**src/rtl/sa_pkg.sv**
```systemverilog
package sa_pkg;

    localparam int unsigned NUM_OPERANDS = 2;

    typedef struct packed {
        logic sum;
        logic carry;
    } fa_res_t;

    function automatic fa_res_t full_add(input logic a, input logic b, input logic cin);
        fa_res_t r;
        r.sum   = a ^ b ^ cin;
        r.carry = (a & b) | (cin & (a ^ b));
        return r;
    endfunction

endpackage

```
**src/rtl/sa_operand_shifter.sv**
```systemverilog
module sa_operand_shifter #(
    parameter int unsigned WIDTH = 4
) (
    input  logic             clk_i,
    input  logic             load_i,
    input  logic [WIDTH-1:0] par_i,
    output logic             ser_o
);

    typedef struct packed {
        logic [WIDTH-1:0] bits;
    } state_t;

    state_t st_d, st_q;

    always_comb begin
        st_d = st_q;
        if (load_i) begin
            st_d.bits = par_i;
        end else begin
            st_d.bits = {1'b0, st_q.bits[WIDTH-1:1]};
        end
    end

    always_ff @(posedge clk_i) begin
        st_q <= st_d;
    end

    assign ser_o = st_q.bits[0];

    logic chk_armed_q = 1'b0;
    always_ff @(posedge clk_i) begin
        chk_armed_q <= 1'b1;
    end

    // a load presents the operand's lowest bit on the next cycle
    a_r1_load_lsb: assert property (@(posedge clk_i) disable iff (!chk_armed_q)
        load_i |=> ser_o == $past(par_i[0]));

    // without a load the next higher bit moves to the serial output
    a_r2_shift_order: assert property (@(posedge clk_i) disable iff (!chk_armed_q)
        !load_i |=> ser_o == $past(st_q.bits[1]));

endmodule

```
**src/rtl/sa_bit_adder.sv**
```systemverilog
module sa_bit_adder
    import sa_pkg::*;
(
    input  logic a_i,
    input  logic b_i,
    input  logic cin_i,
    output logic sum_o,
    output logic cout_o
);

    fa_res_t res;

    always_comb begin
        res    = full_add(a_i, b_i, cin_i);
        sum_o  = res.sum;
        cout_o = res.carry;
    end

endmodule

```
**src/rtl/sa_carry_reg.sv**
```systemverilog
module sa_carry_reg (
    input  logic clk_i,
    input  logic clr_i,
    input  logic d_i,
    output logic q_o
);

    typedef struct packed {
        logic carry;
    } state_t;

    state_t st_d, st_q;

    always_comb begin
        st_d = st_q;
        if (clr_i) begin
            st_d.carry = 1'b0;
        end else begin
            st_d.carry = d_i;
        end
    end

    always_ff @(posedge clk_i) begin
        st_q <= st_d;
    end

    assign q_o = st_q.carry;

    logic chk_armed_q = 1'b0;
    always_ff @(posedge clk_i) begin
        chk_armed_q <= 1'b1;
    end

    // a clear edge leaves the carry at zero
    a_r3_clear_wins: assert property (@(posedge clk_i) disable iff (!chk_armed_q)
        clr_i |=> !q_o);

    // without a clear the carry-out is carried into the next cycle
    a_r3_carry_follows: assert property (@(posedge clk_i) disable iff (!chk_armed_q)
        !clr_i |=> q_o == $past(d_i));

endmodule

```
**src/rtl/sa_result_collector.sv**
```systemverilog
module sa_result_collector #(
    parameter int unsigned WIDTH = 4
) (
    input  logic             clk_i,
    input  logic             ser_i,
    input  logic             capture_i,
    output logic [WIDTH-1:0] par_o
);

    typedef struct packed {
        logic [WIDTH-1:0] shreg;
        logic [WIDTH-1:0] result;
    } state_t;

    state_t st_d, st_q;

    always_comb begin
        st_d       = st_q;
        st_d.shreg = {ser_i, st_q.shreg[WIDTH-1:1]};
        if (capture_i) begin
            st_d.result = st_q.shreg;
        end
    end

    always_ff @(posedge clk_i) begin
        st_q <= st_d;
    end

    assign par_o = st_q.result;

    logic chk_armed_q = 1'b0;
    always_ff @(posedge clk_i) begin
        chk_armed_q <= 1'b1;
    end

    // the parallel result holds unless captured
    a_r5_hold: assert property (@(posedge clk_i) disable iff (!chk_armed_q)
        !capture_i |=> $stable(par_o));

    // a new serial bit lands in the top position
    a_r7_msb_entry: assert property (@(posedge clk_i) disable iff (!chk_armed_q)
        1'b1 |=> st_q.shreg[WIDTH-1] == $past(ser_i));

    // a capture copies the collector's contents to the output
    a_r6_capture: assert property (@(posedge clk_i) disable iff (!chk_armed_q)
        capture_i |=> par_o == $past(st_q.shreg));

endmodule

```
**src/rtl/serial_add_core.sv**
```systemverilog
module serial_add_core
    import sa_pkg::*;
#(
    parameter int unsigned WIDTH = 4
) (
    input  logic             clk_i,
    input  logic [WIDTH-1:0] op_a_i,
    input  logic [WIDTH-1:0] op_b_i,
    input  logic             load_i,
    input  logic             carry_clr_i,
    input  logic             capture_i,
    output logic [WIDTH-1:0] sum_o
);

    logic [NUM_OPERANDS-1:0][WIDTH-1:0] ops;
    logic [NUM_OPERANDS-1:0]            ser_bits;
    logic                               sum_bit;
    logic                               carry_out;
    logic                               carry_q;

    assign ops[0] = op_a_i;
    assign ops[1] = op_b_i;

    for (genvar g = 0; g < NUM_OPERANDS; g++) begin : g_operand
        sa_operand_shifter #(.WIDTH(WIDTH)) u_shift (
            .clk_i  (clk_i),
            .load_i (load_i),
            .par_i  (ops[g]),
            .ser_o  (ser_bits[g])
        );
    end

    sa_bit_adder u_adder (
        .a_i    (ser_bits[0]),
        .b_i    (ser_bits[1]),
        .cin_i  (carry_q),
        .sum_o  (sum_bit),
        .cout_o (carry_out)
    );

    sa_carry_reg u_carry (
        .clk_i (clk_i),
        .clr_i (carry_clr_i),
        .d_i   (carry_out),
        .q_o   (carry_q)
    );

    sa_result_collector #(.WIDTH(WIDTH)) u_collect (
        .clk_i     (clk_i),
        .ser_i     (sum_bit),
        .capture_i (capture_i),
        .par_o     (sum_o)
    );

    logic chk_armed_q = 1'b0;
    always_ff @(posedge clk_i) begin
        chk_armed_q <= 1'b1;
    end

    // after a load with clear, bit 0 is summed with a zero carry-in
    a_r3_clean_start: assert property (@(posedge clk_i) disable iff (!chk_armed_q)
        (load_i && carry_clr_i) |=> sum_bit == ($past(op_a_i[0]) ^ $past(op_b_i[0])));

endmodule

```
**config.mk**
```make
export PLATFORM = sky130hd
export DESIGN_NAME = serial_add_core
export DESIGN_NICKNAME = d
export VERILOG_FILES = /design/src/rtl/sa_pkg.sv /design/src/rtl/sa_operand_shifter.sv /design/src/rtl/sa_bit_adder.sv /design/src/rtl/sa_carry_reg.sv /design/src/rtl/sa_result_collector.sv /design/src/rtl/serial_add_core.sv
export SDC_FILE = /design/constraint.sdc
export NUM_CORES = 1
export LEC_CHECK = 0
export ABC_AREA = 1
export ABC_CLOCK_PERIOD_IN_PS = 1000
export BUFFER_PORTS_ARGS = -buffer_cell sky130_fd_sc_hd__clkbuf_2
export CORE_AREA = 2 2 39 41
export DETAILED_ROUTE_END_ITERATION = 7
export DIE_AREA = 0 0 41 43
export PLACE_DENSITY = 0.65
export SETUP_SLACK_MARGIN = 0.1
export SLEW_MARGIN = 30
export SYNTH_ARGS = -nofsm -noshare
export SYNTH_HDL_FRONTEND = slang
export SYNTH_SLANG_ARGS = --single-unit
```
**constraint.sdc**
```tcl
create_clock -name clk_i -period 1 [get_ports clk_i]
set_input_delay 0.2 -clock clk_i [delete_from_list [all_inputs] [get_ports clk_i]]
set_output_delay 0.2 -clock clk_i [all_outputs]
set_load 0.02 [all_outputs]
```
==> results.yml <==
place:
  dp.cells: 74
  gp_congestion: 0.598
  numPortBuffers: 15
  dpl_worst_slack_ps: 92.0
  dp_hpwl_um: 477
yosys:
  syn_nets: 61
  synth.distinct_cells: 10
  synth_area_um2: 541
  syn_inst: 48
  synth_top_cell_area_share_pct: 48.1
  synth-seq-cells: 17
  ys_warn_count: 0
  syn_area_per_cell_um2: 11.3
  ys_seq_area_share_pct: 70.4
  synthTopCellsByArea: "dfxtp_1 (48%), edfxtp_1 (22%), nand2_1 (14%)"
  synth_largest_area_cell: "dfxtp_1"
final_layout:
  syn_to_final_growth_pct: 20.4
  final_cell_mix: "nand2_1 (20), dfxtp_1 (12), clkbuf_2 (11), buf_6 (4), edfxtp_1 (4)"
  final_common_cell: "nand2_1"
  nets: 76
  drive_above_1_share_pct: 38.7
  diodes: 0
  fillCellCount: 142
  final_util_pct: 47.0
  finalNonFillerCells: 78
timing:
  finalCriticalPeriod_ps: 1000
  hold_viol_final: 0
  rsz0062_at_grt: "yes"
  clock_skew_ps: 1.03
  drv_slew: 0
  slew_headroom_pct: 85.6
  tns_ps: 0
  setup_ws_ps: 0.376
  tightestPinTransition_ps: 216
  fmax_ghz: 1.00
  whs_ps: 63.7
  setup_viol: 0
  final.period_utilization_pct: 100
cts:
  htreeDepth: 1
  cts_root_buffer: "clkbuf_4"
  insertion_delay_ps: 270
  cts_buffers: 3
  cts_tree: "yes"
  cts_setup_buffers: 0
  cts.sink_count: 17
  clk_pin_slew_ps: 90
  cts_max_path_buffers: 2
critical_path:
  max_stage_delay_ps: 390
  startpoint_type: "flop"
  slowest_stage: "edfxtp_1"
  crit_required_ps: 800
  path_buf_inv: 1
  cp.arrival_ps: 800
  critical_path.top_delay_family: "flip-flops"
  worstRegToRegCells: 1
  cp-end-kind: "output pin"
  cp_max_fo: 1
  path_depth: 1
  crit_chain: "buf_6"
  worst-setup-path-type: "reg2out"
drt:
  vias: 320
  drtIter0Drc: 0
  dr.pass1.iters: 1
  avgViaCountPerCell: 4.10
  wl_per_cell_um: 7.51
  drc_errors: 0
  wl_um: 586
  drtAntennaViolNets: 0
power:
  p_per_area_mw_per_mm2: 2020
  peakVddDrop_v: 0.000838
  power.leakage_nw: 0.321
die:
  core_area_mm2: 0.00138
  core.rowCount: 14
  io_pins: 16
  dieArea_mm2: 0.00176
  die_x_um: 41
  die_h_um: 43
  floorplan.initialDensity_pct: 39.1
global_routing:
  grt_use_total_pct: 9.19
  grt_pass1_wl_mm: 1.04
  grt_max_degree: 11
  grt_overflow: 0
  grt_pass1_vias: 297
  antenna_found_initial: 0
worst_hold_path:
  hp-class: "in2reg"
  holdPathStages: 2
run:
  drv_cap: 0
outcome:
  status: "finished clean"
flip-flops by register name, summed over array words and instances, names as in the netlist:
register and cells:
g_operand.u_shift.st_q 8, u_collect.par_o 4, u_collect.st_d 3, u_carry.q_o 1
u_collect.st_q 1
routing by layer:
layer	GRT usage [%]	part of all wire [%]
met5	0	0
met4	6.00	0.68
met3	4.71	7.5
met2	13.1	49
met1	10.2	42
power by group:
part / leakage (nW) / switching (mW) / internal (mW) / total [mW]
Clock: 0.0177 / 0.186 / 0.148 / 0.334
Sequential: 0.149 / 0.0331 / 0.805 / 0.838
Combinational: 0.154 / 0.0698 / 0.0744 / 0.144
cell families after synthesis:
| logic type | Yosys count | share of synthesized area [%] |
|---|---|---|
| fa+ha+maj | 1 | 3.70 |
| simple gates | 21 | 14.6 |
| flops | 17 | 70.4 |
| buf+inv | 9 | 11.3 |
what timing repair did:
action	in CTS	in global routing
hold buffers	0	0
setup endpoints to repair	6	5
gates resized for setup	2	12
area by class of cell:
cell class / count / area (um2) / area share (%)
flip-flops and latches: 17 / 382 / 58.7
well taps: 16 / 20.0 / 3.08
clock inverters: 1 / 5.00 / 0.769
inverters: 4 / 20.0 / 3.08
clock buffers: 3 / 22.5 / 3.46
repair buffers: 15 / 100 / 15.4
multi-input cells: 22 / 101 / 15.6
final timing paths:
kind	endpoint	start	slack (ps)
worst max-delay path	sum_o[0]	u_collect.par_o[0]$_DFFE_PP_	0.4
worst min-delay path	u_carry.q_o$_SDFF_PP0_	carry_clr_i	60
worst max register to register	u_collect.st_d[6]$_DFF_P_	u_carry.q_o$_SDFF_PP0_	70
worst min register to register	u_collect.st_q[4]$_DFF_P_	u_collect.st_d[4]$_DFF_P_	350
through the flow:
step,power (mW),instance area [um2]
floorplan,0.946,541
global route,1.41,651
CTS,1.31,626
detailed placement,0.969,594
global placement,0.962,594
finish,1.32,651
cell usage after synthesis:
cell,instances
inv_6,1
nor2_1,1
edfxtp_1,4
buf_4,4
dfxtp_1,13
nand2_1,20
buf_6,1
inv_1,1
fa_1,1
inv_2,2
Power figures use the tool's default switching activity.
